--- config.mk ---
export PLATFORM = sky130hd
export DESIGN_NAME = mwport_ram
export DESIGN_NICKNAME = d
export VERILOG_FILES = /design/src/rtl/mwp_pkg.sv /design/src/rtl/mwp_bank.sv /design/src/rtl/mwp_live_table.sv /design/src/rtl/mwp_rd_select.sv /design/src/rtl/mwport_ram.sv
export SDC_FILE = /design/constraint.sdc
export NUM_CORES = 1
export LEC_CHECK = 0
export ABC_AREA = 0
export BUFFER_PORTS_ARGS = -buffer_cell sky130_fd_sc_hd__buf_2
export CAP_MARGIN = 5
export CORE_MARGIN = 3
export CORE_UTILIZATION = 55
export CTS_CLUSTER_SIZE = 20
export DETAILED_ROUTE_END_ITERATION = 7
export GPL_ROUTABILITY_DRIVEN = 0
export PLACE_DENSITY = 0.74
export SYNTH_ARGS = -nofsm -noshare
export SYNTH_HDL_FRONTEND = slang
export SYNTH_SLANG_ARGS = --single-unit
export TNS_END_PERCENT = 100
--- constraint.sdc ---
create_clock -name clk -period 1.1 [get_ports clk]
set_input_delay 0.165 -clock clk [delete_from_list [all_inputs] [get_ports clk]]
set_output_delay 0.165 -clock clk [all_outputs]
set_load 0.005 [all_outputs]
--- src/rtl/mwp_pkg.sv ---
package mwp_pkg;
  // width of an index that can name n items (at least one bit)
  function automatic int idx_bits(input int n);
    return (n > 1) ? $clog2(n) : 1;
  endfunction
endpackage

--- src/rtl/mwp_bank.sv ---
// One-write, one-read synchronous memory copy; read returns pre-write data.
module mwp_bank #(
  parameter int DW    = 8,
  parameter int DEPTH = 32,
  parameter int AW    = 5
) (
  input  logic          clk,
  input  logic          we,
  input  logic [AW-1:0] waddr,
  input  logic [DW-1:0] wdata,
  input  logic [AW-1:0] raddr,
  output logic [DW-1:0] rdata
);
  logic [DW-1:0] mem [DEPTH];

  always_ff @(posedge clk) begin
    if (we) begin
      mem[waddr] <= wdata;
    end
  end

  always_ff @(posedge clk) begin
    rdata <= mem[raddr];
  end
endmodule

--- src/rtl/mwp_live_table.sv ---
// Flip-flop table of newest writer per address, with registered lookups.
module mwp_live_table #(
  parameter int NW    = 2,
  parameter int NR    = 2,
  parameter int DEPTH = 32,
  parameter int AW    = 5,
  parameter int IW    = 1
) (
  input  logic             clk,
  input  logic             rst_n,
  input  logic [NW-1:0]    wr_en,
  input  logic [NW*AW-1:0] wr_addr,
  input  logic [NR*AW-1:0] rd_addr,
  output logic [NR*IW-1:0] sel_q
);
  logic [IW-1:0] owner_q [DEPTH];
  logic [IW-1:0] owner_d [DEPTH];
  logic [NR*IW-1:0] sel_d;

  // next state: ascending port order so the highest port wins a clash
  always_comb begin
    for (int a = 0; a < DEPTH; a++) begin
      owner_d[a] = owner_q[a];
    end
    for (int k = 0; k < NW; k++) begin
      if (wr_en[k]) begin
        owner_d[wr_addr[k*AW +: AW]] = IW'(k);
      end
    end
  end

  // lookup uses the table before this cycle's writes (old data)
  always_comb begin
    for (int r = 0; r < NR; r++) begin
      sel_d[r*IW +: IW] = owner_q[rd_addr[r*AW +: AW]];
    end
  end

  always_ff @(posedge clk or negedge rst_n) begin
    if (!rst_n) begin
      for (int a = 0; a < DEPTH; a++) begin
        owner_q[a] <= '0;
      end
      sel_q <= '0;
    end else begin
      for (int a = 0; a < DEPTH; a++) begin
        owner_q[a] <= owner_d[a];
      end
      sel_q <= sel_d;
    end
  end
endmodule

--- src/rtl/mwp_rd_select.sv ---
// Output multiplexer of one read port across the write ports' copies.
module mwp_rd_select #(
  parameter int NW = 2,
  parameter int DW = 8,
  parameter int IW = 1
) (
  input  logic [IW-1:0]    sel,
  input  logic [NW*DW-1:0] copies,
  output logic [DW-1:0]    dout
);
  always_comb begin
    dout = '0;
    for (int k = 0; k < NW; k++) begin
      if (sel == IW'(k)) begin
        dout = copies[k*DW +: DW];
      end
    end
  end
endmodule

--- src/rtl/mwport_ram.sv ---
module mwport_ram #(
  parameter int DW    = 8,
  parameter int DEPTH = 32,
  parameter int NW    = 2,
  parameter int NR    = 2,
  localparam int AW   = (DEPTH > 1) ? $clog2(DEPTH) : 1,
  localparam int IW   = mwp_pkg::idx_bits(NW)
) (
  input  logic             clk,
  input  logic             rst_n,
  input  logic [NW-1:0]    wr_en,
  input  logic [NW*AW-1:0] wr_addr,
  input  logic [NW*DW-1:0] wr_data,
  input  logic [NR*AW-1:0] rd_addr,
  output logic [NR*DW-1:0] rd_data
);
  logic [NR*IW-1:0] sel_q;
  logic [NW*DW-1:0] copy_q [NR];

  mwp_live_table #(
    .NW(NW), .NR(NR), .DEPTH(DEPTH), .AW(AW), .IW(IW)
  ) u_table (
    .clk     (clk),
    .rst_n   (rst_n),
    .wr_en   (wr_en),
    .wr_addr (wr_addr),
    .rd_addr (rd_addr),
    .sel_q   (sel_q)
  );

  for (genvar r = 0; r < NR; r++) begin : g_rd
    for (genvar w = 0; w < NW; w++) begin : g_wr
      mwp_bank #(.DW(DW), .DEPTH(DEPTH), .AW(AW)) u_bank (
        .clk   (clk),
        .we    (wr_en[w]),
        .waddr (wr_addr[w*AW +: AW]),
        .wdata (wr_data[w*DW +: DW]),
        .raddr (rd_addr[r*AW +: AW]),
        .rdata (copy_q[r][w*DW +: DW])
      );
    end
    mwp_rd_select #(.NW(NW), .DW(DW), .IW(IW)) u_sel (
      .sel    (sel_q[r*IW +: IW]),
      .copies (copy_q[r]),
      .dout   (rd_data[r*DW +: DW])
    );
  end
endmodule

# After elaboration in Yosys (flattened, before gate mapping)
# Memory sizes are Yosys's and may differ from the RTL's. A register that Yosys moved wholly into a read port is not among the register bits.
# Index checks and enable logic that the tools add are counted.
classes:
  magnitude_cmp: 6
  muxes: 18
  reduce_logical: 2
  bitwise: 7
ops:
  columns: ["operator", "n"]
  rows:
  - ["$mux 32", 2]
  - ["$and 32x32->32", 1]
  - ["$not 32->32", 1]
  - ["$or 32x32->32", 1]
  - ["$ge 6x6->1 const B", 4]
  - ["$not 5->6", 4]
  - ["$mux 8", 2]
  - ["$lt 6x1->1 const B", 2]
  - ["$bmux 1 s5", 2]
  - ["$demux 1 s5", 2]
  - ["$mux 1", 10]
  - ["$logic_and 1x1->1", 2]
word_totals:
  ramBits: 1024
  memories: 4
  out_inout_bits: 16
  inputBits: 40
  elab_cells: 70
  regBits: 34
mem_list:
  columns: ["memory", "words", "width", "rd", "rd_clocked_by_memory_dff", "write_ports", "line", "rtl"]
  rows:
  - ["g_rd[0].g_wr[0].u_bank.mem", 32, 8, 1, 1, 1, "mwp_bank.sv:14", "logic [DW-1:0] mem [DEPTH];"]
  - ["g_rd[0].g_wr[1].u_bank.mem", 32, 8, 1, 1, 1, "mwp_bank.sv:14", null]
  - ["g_rd[1].g_wr[0].u_bank.mem", 32, 8, 1, 1, 1, "mwp_bank.sv:14", null]
  - ["g_rd[1].g_wr[1].u_bank.mem", 32, 8, 1, 1, 1, "mwp_bank.sv:14", null]

# Depth between registers and ports, before layout
logic_depth:
  ltp_word: 10
  ltp_mapped: 7
  ltp_nobuf: 5

# By module
# A second synthesis with hierarchy kept.
unflattened:
  cells_unflattened: 1896
  area_unflattened_um2: 42478.2
by_module_without_submodules:
  columns: ["mod", "cells_each", "instances", "area_each_um2"]
  rows:
  - ["mwp_bank", 417, 4, 10053.4]
  - ["mwp_live_table", 210, 1, 2001.9]
  - ["mwp_rd_select", 9, 2, 131.4]

# Worst setup path before layout
# OpenSTA, ideal clock, no wires.
synth_path:
  kind: "input to register"
  startpoint: "input port wr_addr[6]"
  endpoint: "memory g_rd[0].g_wr[1].u_bank.mem[24][0], enable pin"
  stages: 4
  setup_time_ps: 370
  arrival_time_ps: 1273
  slack_ps: -543
  n_path_buf: 2
  path_cell_list: "or3b_1 > clkbuf_1 > clkbuf_1 > nor2_1"
synth_rtl:
  columns: ["item", "line", "rtl"]
  rows:
  - ["start: declaration", "mwport_ram.sv:12", "input logic [NW*AW-1:0] wr_addr,"]
  - ["end: declaration", "mwp_bank.sv:14", null]
# Straight into the memory's write port.

# Worst setup path in the final report
layout_path:
  startpoint: "register u_table.sel_q[1]"
  endpoint: "output port rd_data[11]"
layout_via:
  elab_chain_len: 1
layout_rtl:
  columns: ["item", "line", "rtl"]
  rows:
  - ["start: declaration", "mwp_live_table.sv:14", "output logic [NR*IW-1:0] sel_q"]
  - ["start signal: assignment", "mwp_live_table.sv:49", "sel_q <= sel_d;"]
  - ["$mux 8", "mwp_rd_select.sv:14", "if (sel == IW'(k)) begin"]
  - ["end: declaration", "mwport_ram.sv:15", "output logic [NR*DW-1:0] rd_data"]
# No other way between the ends.

==> impl_metrics.env <==
export IMPL_htreeDepth=2
export IMPL_maxSlewHeadroom_pct=46.30
export IMPL_fmax_mhz=543.2
export IMPL_path_cells="buf_12 > mux2_4 > buf_6"
export IMPL_synth_area_top_cells="edfxtp_1 56%, mux2i_1 20%, a22oi_1 3.7%"
export IMPL_syn_area_um2=27540
export IMPL_antenna_left=0
export IMPL_ys_top_cells_by_count="544 x mux2i_1, 512 x edfxtp_1, 136 x a22oi_1, 72 x nand3_1, 70 x nand2_1"
export IMPL_drt_iter0_drc=2483
export IMPL_max_cap_viol_count=0
export IMPL_die_w_um=229.8
export IMPL_critPathCaptureType="primary output"
export IMPL_drt_wirelength_per_cell_um=27.75
export IMPL_area_delta_synth_final_pct=23.28
export IMPL_avgSynthCellArea_um2=13.95
export IMPL_cts_root_buf="clkbuf_16"
export IMPL_tightestPinTransition_ns=0.8055
export IMPL_hold_viol_final=0
export IMPL_cts_sinks=578
export IMPL_grt_busiest_layer="met2"
export IMPL_cp_max_fo=8
export IMPL_tns_ns=-17.95
export IMPL_via_count=19080
export IMPL_nets=2227
export IMPL_synth_cells=1975
export IMPL_clock_skew_ns=0.02241
export IMPL_cp_slowest_stage_delay_ns=0.42
export IMPL_irDropWorstVdd_uv=1163
export IMPL_clock_path_buffers=3
export IMPL_ys_seq_area_share_pct=61.24
export IMPL_dp_hpwl_um=54250
export IMPL_drive_gt1_share_pct=25.12
export IMPL_final_period_utilization_pct=167.3
export IMPL_slowest_stage="dfrtp_1"
export IMPL_ios=56
export IMPL_firstDrtPassIters=5
export IMPL_start_kind="register"
export IMPL_vias_per_cell=6.578
export IMPL_worst_setup_path_type="register to primary output"
export IMPL_status="finished with violations"
export IMPL_met3_usage_pct=4.410
export IMPL_grtUsageTotal_pct=30.09
export IMPL_cts_tree="built"
export IMPL_remaining_drc_errors=0
export IMPL_rsz0062_at_grt="true"
export IMPL_cp_required_ns=0.94
export IMPL_crit_arrival_ns=1.68
export IMPL_yosysTopAreaCell="edfxtp_1"
export IMPL_setup_viol=50
export IMPL_antenna_found_initial=1
export IMPL_clkTransAtPathRegs_ns=0.06
export IMPL_design_core_area_um2=49150
export IMPL_grt_overflow_total=0
export IMPL_p_per_area_nw_per_um2=1527
export IMPL_leakage_nw=12.79
export IMPL_die_area_um2=52800
export IMPL_die_y_um=229.8
export IMPL_grt_start_max_net_pins=35
export IMPL_violations="negative setup slack"
export IMPL_n_antenna_cell=0
export IMPL_numCtsBuffers=58
export IMPL_finalWirelength_um=80500
export IMPL_slew_violations=0
export IMPL_synth_top_area_share_pct=55.82
export IMPL_ys_seq_elements=578
export IMPL_first_global_vias=19130
export IMPL_synth_cell_types=33
export IMPL_hp_class="primary input to async pin"
export IMPL_synth_most_common_cell="mux2i_1"
export IMPL_grt_util_met1_pct=41.33
export IMPL_synth_edf_count=512
export IMPL_ys_async_sr_fraction_pct=5.882
export IMPL_numPortBuffers=55
export IMPL_syn_num_nets=2015
export IMPL_hold_ws_ns=0.02817
export IMPL_start_util_pct=56.03
export IMPL_met2_usage_pct=48.70
export IMPL_ys_warn_count=0
export IMPL_fin_ws_ns=-0.7408
export IMPL_min_period_ns=1.841
export IMPL_clk_latency_ns=0.63
export IMPL_grt_pass1_wl_um=120100
export IMPL_dominantRegCellSynth="edfxtp_1"
export IMPL_row_count=81
-- routing by layer --
layer  part of all wire (%)  routed length [um]
met1                     40               31850
met2                     47               38040
met3                    8.9                7183
met4                    4.2                3412
met5                  0.016                  13
-- cell usage in the layout, fill, tap and decap left out, drive strengths merged --
| cell | Yosys | routed |
|---|---|---|
| a22oi | 136 | 136 |
| nor3 | 34 | 34 |
| nand2b | 4 | 4 |
| nand3b | 10 | 10 |
| dlygate4sd3 | 0 | 1 |
| a31oi | 34 | 34 |
| bufinv | 0 | 7 |
| nor2b | 3 | 3 |
| nand4 | 34 | 34 |
| nand2 | 70 | 70 |
| dfxtp | 32 | 32 |
| or3 | 2 | 2 |
| o21ai | 64 | 64 |
| edfxtp | 512 | 512 |
| mux2 | 16 | 16 |
| clkinv | 0 | 16 |
| nor2 | 68 | 68 |
| clkbuf | 53 | 87 |
| nand3 | 72 | 72 |
| mux2i | 544 | 544 |
| buf | 106 | 310 |
| a21oi | 68 | 68 |
| and2 | 2 | 2 |
| or3b | 6 | 6 |
| a22o | 68 | 68 |
| or2 | 2 | 2 |
| dfrtp | 34 | 34 |
| and2b | 1 | 1 |
-- logic make-up after synthesis --
| family | synth area share, % |
|---|---|
| AND/OR/NAND/NOR | 5.374 |
| flip-flops | 61.24 |
| buffers and inverters | 3.921 |
| AO/OA/AOI/OAI | 9.041 |
| multiplexers | 20.43 |
-- through the flow --
| step | setup WS (ns) | utilization [%] | cells | instance area [um^2] | power, W |
|---|---|---|---|---|---|
| after floorplan | -0.2515 | - | 1975 | 28390 | 0.02870 |
| after global placement | -0.7534 | 64.05 | 2818 | 31480 | 0.03119 |
| after detailed placement | -0.7826 | 64.05 | 2818 | 31480 | 0.03135 |
| after CTS | -0.7508 | 68.83 | 2899 | 33830 | 0.05182 |
| after global routing | -0.7626 | 69.08 | 2901 | 33950 | 0.05318 |
| final | -0.7408 | 69.08 | 2901 | 33950 | 0.05186 |
-- worst paths after layout --
check / depth (start not counted) / startpoint / slack (ns) / endpoint
worst min register to register: 2 / u_table.owner_q[27] / 0.53 / u_table.owner_q[27]
worst min-delay path: 3 / rst_n / 0.03 / u_table.owner_q[7]
worst max register to register: 6 / g_rd[1].g_wr[1].u_bank.mem[7][5] / -0.31 / g_rd[0].g_wr[1].u_bank.rdata[5]
max in group asynchronous: 3 / rst_n / 0.86 / u_table.owner_q[29]
min in group clk: 4 / rd_addr[8] / 0.06 / g_rd[1].g_wr[1].u_bank.rdata[4]
worst max-delay path: 3 / u_table.sel_q[1] / -0.74 / rd_data[11]
-- power by group --
part / switching (W) / total [W] / internal [W]
logic: 0.00357 / 0.00636 / 0.00280
clock network: 0.00836 / 0.0204 / 0.0121
registers: 0.000510 / 0.0251 / 0.0246
total: 0.0124 / 0.0519 / 0.0394
-- cell type report --
class	instances	area, um^2
Tap cell	664	830.8
Multi-Input combinational cell	1238	10760
Sequential cell	578	16870
Timing Repair Buffer	311	3533
Fill cell	3274	15200
Clock buffer	87	1662
Clock inverter	23	306.5
-- critical path: cells and delay by family (launching register included) --
family / cells / cell delay (ns)
muxes: 1 / 0.33
buffers and inverters: 2 / 0.29
DFF: 1 / 0.42
-- repair_timing --
action | in CTS | in global routing
hold endpoints to repair | 34 | 0
setup endpoints to repair | 50 | 50
hold buffers | 1 | 0
buffers inserted | 0 | 2
resized for setup | 101 | 20
pin swaps | 58 | 42
-- flip-flops by register name, summed over array words and instances (netlist names) --
register / flops
u_table.owner_q: 32
g_rd.g_wr.u_bank.rdata: 32
u_table.sel_q: 2
g_rd.g_wr.u_bank.mem: 512
Note: power is estimated with default switching activity, not from simulation.
